### config.mk
export PLATFORM = sky130hd
export DESIGN_NAME = ea_gen
export DESIGN_NICKNAME = d
export VERILOG_FILES = /design/src/rtl/ea_gen.sv
export SDC_FILE = /design/constraint.sdc
export NUM_CORES = 1
export LEC_CHECK = 0
export ABC_AREA = 1
export BUFFER_PORTS_ARGS = -buffer_cell sky130_fd_sc_hd__buf_2
export CORE_ASPECT_RATIO = 0.5
export CORE_UTILIZATION = 40
export CTS_BUF_LIST = sky130_fd_sc_hd__clkbuf_2 sky130_fd_sc_hd__clkbuf_4 sky130_fd_sc_hd__clkbuf_8
export CTS_CLUSTER_SIZE = 8
export DETAILED_ROUTE_END_ITERATION = 8
export GPL_TIMING_DRIVEN = 0
export PLACE_DENSITY = 0.77
export SLEW_MARGIN = 30
export SYNTH_ARGS = -nofsm -noshare
export SYNTH_HDL_FRONTEND = slang
export SYNTH_SLANG_ARGS = --single-unit
### constraint.sdc
create_clock -name clk -period 9.9 [get_ports clk]
set_input_delay 1.485 -clock clk [delete_from_list [all_inputs] [get_ports clk]]
set_output_delay 1.485 -clock clk [all_outputs]
set_load 0.02 [all_outputs]
### src/rtl/ea_gen.sv
module ea_gen #(
  parameter int AW = 16
) (
  input  logic          clk,
  input  logic          rst_n,
  input  logic          in_valid,
  input  logic [1:0]    mode,
  input  logic [2:0]    rm,
  input  logic          wide,
  input  logic [AW-1:0] disp,
  input  logic [AW-1:0] bx,
  input  logic [AW-1:0] bp,
  input  logic [AW-1:0] si,
  input  logic [AW-1:0] di,
  output logic          out_valid,
  output logic          is_reg,
  output logic [3:0]    reg_code,
  output logic [AW-1:0] addr,
  output logic          bp_based
);

  localparam logic [1:0] MODE_REG = 2'b11;
  localparam logic [2:0] RM_BPONLY = 3'b110;

  logic [AW-1:0] base_t, idx_t, off_t, sum;
  logic          direct, reg_mode, use_bp;

  assign reg_mode = (mode == MODE_REG);
  assign direct   = (mode == 2'b00) && (rm == RM_BPONLY);

  always_comb begin
    base_t = '0;
    idx_t  = '0;
    unique case (rm)
      3'd0: begin base_t = bx; idx_t = si; end
      3'd1: begin base_t = bx; idx_t = di; end
      3'd2: begin base_t = bp; idx_t = si; end
      3'd3: begin base_t = bp; idx_t = di; end
      3'd4: idx_t  = si;
      3'd5: idx_t  = di;
      3'd6: base_t = direct ? '0 : bp;
      3'd7: base_t = bx;
    endcase
  end

  always_comb begin
    unique case (mode)
      2'b00:   off_t = direct ? disp : '0;
      2'b01:   off_t = {{(AW-8){disp[7]}}, disp[7:0]};
      2'b10:   off_t = disp;
      default: off_t = '0;
    endcase
  end

  assign sum    = base_t + idx_t + off_t;
  assign use_bp = !reg_mode && !direct && (rm == 3'd2 || rm == 3'd3 || rm == RM_BPONLY);

  always_ff @(posedge clk) begin
    if (!rst_n) begin
      out_valid <= 1'b0;
      is_reg    <= 1'b0;
      reg_code  <= '0;
      addr      <= '0;
      bp_based  <= 1'b0;
    end else begin
      out_valid <= in_valid;
      if (in_valid) begin
        is_reg   <= reg_mode;
        reg_code <= reg_mode ? {wide, rm} : 4'd0;
        addr     <= reg_mode ? '0 : sum;
        bp_based <= use_bp;
      end
    end
  end

endmodule


==> metrics.txt <==
status complete, no violations; die height 60.8 um; Startpoint Class primary input; final setup violation count 0; asr flop ratio synth 0; CP Class in -> reg; DRT antenna net count 0; flop-to-flop setup slack just over 9000 ps; Cells on Worst Hold Path 2; Yosys reg bits 23; GRT Util Overall 0.222; Fmax achieved between 200 and 250 MHz; CTS sink cnt 23; static leakage approximately 2.0 nW; total grt overflow 0; CTS tree yes; crit end category flip-flop; Post-CTS Setup Bufs 0; CORE AREA about 0.0064 sq mm; Final min period 4660 ps; wire per inst 12.2 um; H-tree depth 1; biggest regs addr x16, reg_code x4; Post-synth top cells nand2_1, inv_1, nand3_1; pwr dens roughly 120 mW/mm^2; Max VDD drop ~0.059 mV; total negative slack 0 ps; RR Endpoint reg_code[0]; global-route wire length before repair approximately 13 mm; Post-synth EDFFs 0; fin crit share 0.471; Min-Delay Startpoint reg_code[3]; Seq/Total Area, Yosys 0.167; Starting Density 0.435; Slew headroom 0.526; Clock Tree Buf Depth 2; post-CTS resize count 0; Top Ports between 100 and 150; PortBufs 111; Req. time, crit path 10040 ps; number of cell rows 20; Worst Skew 0 ps; max reg flops 16; number of DRC markers in iteration 0 227; Final Non-Filler Cells about 650; Post-Syn Area 0.00277 sq mm; CTS clk-pin slew, worst paths around 90 ps; DPL Wire Length a little under 7 mm; synth-to-layout area growth 25.8%; most used flip-flop cell after synthesis dfxtp_1; instance count of the mapped netlist 451; CP Data Arrival Time roughly 4800 ps; Fin. Hold Viols 0; r2r worst-path depth 2; Slew Limit Fails 0; Root Driver clkbuf_8; # DRC 0; nets 686; DIE WIDTH 120 um; number of synthesis warnings 0; CTS buffer count 3; Hold Path Sink reg_code[3]; Via density a little under 5; RSZ-0062 raised after global routing false; cells taking the most area after synthesis dfxtp_1, nand2_1, fa_1; crit-path max FO 10; 1st-pass router iterations 5; share of cells above drive strength 1 0.237; top-area cell type share of the netlist area 0.167; Mapped Nets between 500 and 600; r2r startpoint reg_code[0]; largest net degree at the start of global routing 15; top-count cell post-synth nand2_1; vias in the first global route approximately 2800; Worst Hold Class reg -> reg; Placer Congestion 0.914; total wire length 7.97 mm; antenna violations before repair 0; full die area about 0.0073 sq mm; Max-Cap Viols 0; post-synth top area cell dfxtp_1; placed insts 650; post-synth cell types 29; Top reg by flops addr; via count 3206; number of diodes 0; Least-Margin Pin Slew 710 ps; CTS Hold Bufs 0; Avg Cell Area, Syn ~6.1 sq um; Clk Latency, worst-skew pair roughly 260 ps
[layout make-up]
cell class	instances	area, sq um
clock buffers	3	41.3
inverters	89	335
repair buffers	111	556
multi-input cells	324	1910
clock inverters	1	7.51
well taps	88	110
fillers	705	2880
plain buffers	15	61.3
flip-flops and latches	23	460
[worst max path at each step]
stage,slack [ps],from,endpoint
after global routing,4880,rm[0],addr[9]
after global placement,5050,rm[2],addr[9]
after floorplan,5720,rm[0],addr[11]
after detailed placement,5000,rm[0],addr[15]
final,5240,rm[0],addr[15]
after CTS,5290,rm[0],addr[15]
[cell families after synthesis]
kind of cell / share of synthesized area
AOI/OAI and AO/OA: 0.169
and+or+nand+nor: 0.339
DFF: 0.167
xor gates and xnor gates: 0.00317
adders and majority gates: 0.179
buffers and inverters: 0.143
[layout by cell type (no fill, tap or decap), drive strengths merged]
master / instances
a21o: 1
a21oi: 43
a31oi: 1
a32o: 14
and2: 2
buf: 115
clkbuf: 14
clkinv: 1
clkinvlp: 1
dfxtp: 23
fa: 16
ha: 14
inv: 88
nand2: 122
nand3: 64
nand3b: 1
nor2: 24
o21ai: 15
o21bai: 1
or2: 5
xor2: 1
[worst max-delay path, stage by stage]
cell     delay (ps)
buf_2            90
buf_4           180
nor2_2           60
o21ai_0         130
inv_1           160
a21oi_1         590
nor2_1           90
inv_1            90
fa_1            430
inv_1            80
ha_1            180
fa_1            210
nand3_1          80
nand2_1         130
nand2_1          60
nand2_1         140
inv_1            80
o21ai_0         220
nand3_1         120
nand3_1         140
a21oi_2          60
[power by group]
| part | switching [mW] | total (mW) | internal (mW) |
|---|---|---|---|
| Clock | 0.0303 | 0.0587 | 0.0284 |
| Sequential | 0.00468 | 0.107 | 0.103 |
| Combinational | 0.147 | 0.238 | 0.0904 |
| Total | 0.182 | 0.404 | 0.222 |
[per-layer routing]
| metal | part of all wire | GRT usage |
|---|---|---|
| met1 | 0.52 | 0.335 |
| met2 | 0.40 | 0.333 |
| met3 | 0.073 | 0.0310 |
| met4 | 0.0069 | 0.0554 |
| met5 | 0 | 0 |
[stage by stage]
step	setup slack (ps)	hold WS (ps)	total power, mW	util	instance area [sq um]
floorplan	5720	538	0.275	-	2770
detailed placement	5000	456	0.345	0.540	3430
global route	4880	483	0.443	0.547	3480
finish	5240	464	0.404	0.547	3480
global placement	5050	450	0.340	0.540	3430
CTS	5290	468	0.403	0.547	3480
Power figures use the tool's default switching activity.
